### config.mk
export PLATFORM = sky130hd
export DESIGN_NAME = wbc_cell
export DESIGN_NICKNAME = d
export VERILOG_FILES = /design/src/rtl/wbc_pkg.sv /design/src/rtl/wbc_shift_stage.sv /design/src/rtl/wbc_update_stage.sv /design/src/rtl/wbc_mode_mux.sv /design/src/rtl/wbc_cell.sv
export SDC_FILE = /design/constraint.sdc
export NUM_CORES = 1
export LEC_CHECK = 0
export ABC_CLOCK_PERIOD_IN_PS = 1050
export BUFFER_PORTS_ARGS = -buffer_cell sky130_fd_sc_hd__buf_2
export CAP_MARGIN = 20
export CORE_AREA = 2 2 39 41
export CTS_CLUSTER_DIAMETER = 120
export DETAILED_ROUTE_END_ITERATION = 10
export DIE_AREA = 0 0 41 43
export PLACE_DENSITY_LB_ADDON = 0.08
export SYNTH_ARGS = -nofsm -noshare
export SYNTH_HDL_FRONTEND = slang
export SYNTH_SLANG_ARGS = --single-unit
### constraint.sdc
create_clock -name clk -period 1.05 [get_ports clk]
set_input_delay 0.1575 -clock clk [delete_from_list [all_inputs] [get_ports clk]]
set_output_delay 0.1575 -clock clk [all_outputs]
set_load 0.02 [all_outputs]
### src/rtl/wbc_pkg.sv
package wbc_pkg;

  typedef enum logic [1:0] {
    WBC_NORMAL  = 2'b00,
    WBC_INWARD  = 2'b01,
    WBC_OUTWARD = 2'b10,
    WBC_SAFE    = 2'b11
  } wbc_mode_e;

  // True when the cell drives its update stage onto the functional output.
  function automatic logic wbc_drives_test(input logic [1:0] mode, input bit on_core_input);
    return ((mode == WBC_INWARD) && on_core_input) ||
           ((mode == WBC_OUTWARD) && !on_core_input);
  endfunction

  // Event qualification: shift takes priority over capture and update.
  function automatic logic wbc_gate_by_shift(input logic en, input logic shift);
    return en && !shift;
  endfunction

endpackage

### src/rtl/wbc_shift_stage.sv
module wbc_shift_stage #(
  parameter int WIDTH = 4
) (
  input  logic             clk,
  input  logic             rst_n,
  input  logic             do_shift,
  input  logic             do_capture,
  input  logic             ser_in,
  input  logic [WIDTH-1:0] par_in,
  output logic [WIDTH-1:0] q,
  output logic             ser_out
);

  logic [WIDTH-1:0] shifted;

  generate
    if (WIDTH == 1) begin : g_single
      assign shifted = ser_in;
    end else begin : g_multi
      assign shifted = {q[WIDTH-2:0], ser_in};
    end
  endgenerate

  always_ff @(posedge clk or negedge rst_n) begin
    if (!rst_n)          q <= '0;
    else if (do_shift)   q <= shifted;
    else if (do_capture) q <= par_in;
  end

  assign ser_out = q[WIDTH-1];

endmodule

### src/rtl/wbc_update_stage.sv
module wbc_update_stage #(
  parameter int               WIDTH    = 4,
  parameter logic [WIDTH-1:0] SAFE_VAL = '0
) (
  input  logic             clk,
  input  logic             rst_n,
  input  logic             load,
  input  logic [WIDTH-1:0] d,
  output logic [WIDTH-1:0] q
);

  always_ff @(posedge clk or negedge rst_n) begin
    if (!rst_n)    q <= SAFE_VAL;
    else if (load) q <= d;
  end

endmodule

### src/rtl/wbc_mode_mux.sv
module wbc_mode_mux
  import wbc_pkg::*;
#(
  parameter int               WIDTH         = 4,
  parameter logic [WIDTH-1:0] SAFE_VAL      = '0,
  parameter bit               ON_CORE_INPUT = 1'b1
) (
  input  logic [1:0]       mode,
  input  logic [WIDTH-1:0] func_in,
  input  logic [WIDTH-1:0] upd_q,
  output logic [WIDTH-1:0] func_out,
  output logic             apply_test
);

  assign apply_test = wbc_drives_test(mode, ON_CORE_INPUT);

  always_comb begin
    if (mode == WBC_SAFE) func_out = SAFE_VAL;
    else if (apply_test)  func_out = upd_q;
    else                  func_out = func_in;
  end

endmodule

### src/rtl/wbc_cell.sv
module wbc_cell
  import wbc_pkg::*;
#(
  parameter int               WIDTH         = 4,
  parameter logic [WIDTH-1:0] SAFE_VAL      = '0,
  parameter bit               ON_CORE_INPUT = 1'b1
) (
  input  logic             clk,
  input  logic             rst_n,
  input  logic [1:0]       mode,
  input  logic             shift_en,
  input  logic             capture_en,
  input  logic             update_en,
  input  logic             test_in,
  output logic             test_out,
  input  logic [WIDTH-1:0] func_in,
  output logic [WIDTH-1:0] func_out
);

  // Named internal events, visible to the bound checker.
  logic             ev_shift;
  logic             ev_capture;
  logic             ev_update;
  logic             ev_apply;
  logic [WIDTH-1:0] shf_q;
  logic [WIDTH-1:0] upd_q;

  assign ev_shift   = shift_en;
  assign ev_capture = wbc_gate_by_shift(capture_en, shift_en);
  assign ev_update  = wbc_gate_by_shift(update_en, shift_en);

  wbc_shift_stage #(.WIDTH(WIDTH)) u_shift (
    .clk        (clk),
    .rst_n      (rst_n),
    .do_shift   (ev_shift),
    .do_capture (ev_capture),
    .ser_in     (test_in),
    .par_in     (func_in),
    .q          (shf_q),
    .ser_out    (test_out)
  );

  wbc_update_stage #(.WIDTH(WIDTH), .SAFE_VAL(SAFE_VAL)) u_update (
    .clk   (clk),
    .rst_n (rst_n),
    .load  (ev_update),
    .d     (shf_q),
    .q     (upd_q)
  );

  wbc_mode_mux #(.WIDTH(WIDTH), .SAFE_VAL(SAFE_VAL), .ON_CORE_INPUT(ON_CORE_INPUT)) u_mux (
    .mode       (mode),
    .func_in    (func_in),
    .upd_q      (upd_q),
    .func_out   (func_out),
    .apply_test (ev_apply)
  );

endmodule

* Word level (Yosys, flattened, before mapping) *
Cells that the tools add are included.

cells by class
  eq/ne operators = 2
  mux-type cells = 4
  reduce and logical (&&, ||, !) cells = 4

operators with widths
  kind                number
  $mux 4              4
  $eq 2x1->1 const B  1
  $eq 2x2->1 const B  1
  $logic_and 1x1->1   2
  $reduce_bool 2->1   1
  $logic_not 1->1     1

word-level totals
  register bits after elaboration = 8
  output and inout port bits = 5
  logic and storage cells = 12

* Longest topological paths before layout *
  word-level depth = 4
  depth in mapped cells = 3

* Hierarchy *
From an unflattened synthesis, not the netlist that was laid out.

second synthesis, totals
  cells, all modules = 34
  area total of the unflattened synthesis = 404.1 um^2

by module, submodules not included
  module            times used  cells an instance  area each (um^2)
  wbc_shift_stage   1           18                 193.9
  wbc_update_stage  1           8                  145.1
  wbc_mode_mux      1           6                  52.6
  wbc_cell          1           2                  12.5

* Worst setup path after synthesis *
OpenSTA, ideal clock, no wires.

  path kind = input to register
  start point = input shift_en
  end point = register u_update.q[1]
  data arrival time = 0.747 ns
  data required time = 0.925 ns
  slack = 0.179 ns
  stages = 3
  cells stage by stage = buf_6 > nor2b_4 > mux2_2

between the ends
  word-level cells in the longest chain between the ends = 2

RTL lines
  what                  line                    RTL
  start, declared       wbc_cell.sv:11          input logic shift_en,
  $logic_not 1->1       wbc_pkg.sv:18           return en && !shift;
  $logic_and 1x1->1     wbc_pkg.sv:18
  end signal, assigned  wbc_update_stage.sv:13  if (!rst_n) q <= SAFE_VAL;
  end signal, assigned  wbc_update_stage.sv:14  else if (load) q <= d;
  end, declared         wbc_update_stage.sv:9   output logic [WIDTH-1:0] q

Every way passes these cells.
A chain may end at the register's enable or synchronous reset.

* Worst setup path in the final report *
  start point = register u_update.q[2]
  end point = output func_out[2]

between the ends
  word-level cells in the longest chain between the ends = 2

RTL lines
  what           line                RTL
  $mux 4         wbc_mode_mux.sv:19  else if (apply_test) func_out = upd_q;
  $mux 4         wbc_mode_mux.sv:18  if (mode == WBC_SAFE) func_out = SAFE_VAL;
  end, declared  wbc_cell.sv:17      output logic [WIDTH-1:0] func_out

Every way passes these cells.

==> flow_summary.yaml <==
outcome:
  status: "finished, violations left"
  violations: "negative setup slack"
cells_and_area:
  final_cells: 74
  num-nets-final: 72
  multi_input_area_um2: 184
  fill_cells: 149
  final-seq-area_um2: 200
  area_growth_pct: 33.5
  insertedDiodeCount: 0
  final_layout_size_suffix_gt1_share_pct: 44.8
die:
  io-pin-count: 17
  initial_core_util_pct: 29.9
  die-height_um: 43
  die_w_um: 41
  die_area_um2: 1760
  core_area_um2: 1380
  rows: 14
synthesis:
  syn_inst: 40
  ys_top_cells_by_area: "dfrtp_1, mux2i_1, mux2_2"
  synth-edff-count: 0
  ys.flop_type: "dfrtp_1"
  synth_xor_area_share_pct: 0
  synth_nets: 52
  synth_top_cell_area_share_pct: 48.3
  synth_cell_types: 12
  netlist_top_cells_count: "dfrtp_1, nand2_1"
  async_flop_share_pct: 100
  synth_top_family_by_area: "multiplexers"
  synth_compound_area_share_pct: 10.9
  syn-cell-area_um2: 414
  synth.avg_cell_area_um2: 10.4
  seq_area_frac_synth_pct: 48.3
  synth-seq-cells: 8
  synth_warnings: 0
  synthSimpleGateAreaFrac_pct: 10.6
  synth_top_cell_by_area: "dfrtp_1"
  synth_fa_ha_area_share_pct: 0
  synth_mux_area_share_pct: 21.5
grt:
  gr-total-overflow: 0
  grt_max_degree: 10
  grt_pass1_vias: 314
  grt_pass1_wl_um: 1360
  grtUsageTotal_pct: 11.8
  grt_antenna_before_repair: 0
place:
  gp_congestion: 0.698
  place_inst: 69
  portBuffers: 16
  hpwlAfterDp_um: 672
critical_path:
  crit_fanout: 2
  critPathKind: "reg -> out"
  end_kind: "primary output"
  cp.arrival_ps: 930
  required_ps: 890
  crit_start: "u_update.q[2]"
  worstReg2RegStart: "u_update.q[0]"
  startpoint_type: "flip-flop"
drt:
  dr.pass1.iters: 4
  wire_per_inst_um: 11.8
  routed_wl_um: 875
  viasPerCell: 4.49
  drt-initial-drc-count: 6
  drc: 0
  vias: 332
  ant_nets: 0
timing:
  slew_viol_final: 0
  worst_pin_slew_ps: 181
  setup_ws_ps: -37.5
  layout_min_cycle_time_ps: 1090
  relSlewSlack_pct: 87.9
  fin_skew_ps: 6.21
  hold_viol: 0
  whs_ps: 116
  fmax_ghz: 0.920
  final.setup.tns_ps: -94.8
  rsz0062_at_grt: "true"
  finalCritPeriodShare_pct: 104
  setup_viol: 4
cts:
  cts_tree: "done"
  cts_buffers: 3
  htree_levels: 1
  cts_root_buf: "clkbuf_4"
  clk_pin_slew_ps: 60
  clock_latency_ps: 250
  clkSinkCount: 8
  clockBufferDepth: 2
min_path:
  hold_class: "in -> reg"
  hold_start: "test_in"
power:
  peakVddDrop_uv: 482
  power_density_nw_per_um2: 1490
  p_leak_nw: 0.289
run:
  maxCapViolations: 0
==> layer usage <==
layer	share of wire [%]	vias to the layer above	track usage [%]
met4	0	0	8.00
met5	0	-	0
met2	50	9	16.3
li1	-	170	-
met1	44	153	16.2
met3	5.8	0	1.57
==> power by group <==
| group | leakage, nW | internal (mW) | switching [mW] |
|---|---|---|---|
| logic | 0.177 | 0.108 | 0.0957 |
| clock network | 0.0138 | 0.131 | 0.105 |
| registers | 0.0983 | 0.357 | 0.0286 |
| total | 0.289 | 0.596 | 0.230 |
==> cell usage in the layout, fill, tap and decap left out <==
cell           count
o21ai_0            4
dfrtp_1            8
mux2i_1            4
o22ai_1            3
mux2_2             3
buf_2             12
o22ai_2            1
buf_6              1
nor2b_4            1
dlygate4sd3_1      1
mux2_4             1
nand2_1            8
inv_1              4
clkbuf_4           3
buf_4              4
==> kinds of logic after synthesis <==
family,after synthesis
muxes,8
and+or+nand+nor,9
AOI/OAI and AO/OA,8
DFF,8
buffers and inverters,7
==> per-stage QoR <==
stage | utilization, % | total power, mW | area, um^2 | worst slack [ps]
after floorplan | - | 0.506 | 414 | 179
after global placement | 35.6 | 0.564 | 493 | 99.7
after detailed placement | 35.6 | 0.567 | 493 | 81.1
after CTS | 39.1 | 0.823 | 541 | -39.8
after global routing | 40.0 | 0.882 | 553 | -109
final | 40.0 | 0.826 | 553 | -37.5
==> worst paths after layout <==
kind / cells after the start / to / slack, ps
worst max-delay path: 3 / func_out[2] / -40
max in group asynchronous: 2 / u_update.q[0] / 610
worst min-delay path: 3 / u_shift.q[0] / 120
worst max register to register: 2 / u_update.q[0] / 170
worst min register to register: 1 / u_update.q[2] / 510
min in group asynchronous: 2 / u_update.q[3] / 270
==> final cells by class <==
class | count | area share (%)
multi-input combinational | 25 | 33.3
tap | 16 | 3.62
timing repair buffer | 18 | 20.1
sequential | 8 | 36.2
clock buffer | 3 | 4.07
inverter | 4 | 2.71
==> sequential cells by signal, summed over array words and instances, names as in the netlist <==
name and count:
u_shift.q 4, u_update.q 4
==> critical path, cell delays in order (launching register included) <==
cell	delay [ps]
dfrtp_1	340
nand2_1	50
o22ai_1	120
buf_4	170
==> what timing repair did <==
action                     CTS  global route
hold buffers                 1             0
buffers inserted             1             0
hold endpoints to repair     8             0
gates resized for setup      3             3
setup endpoints to repair    4             4
No activity file was read; power rests on OpenSTA's default activity.
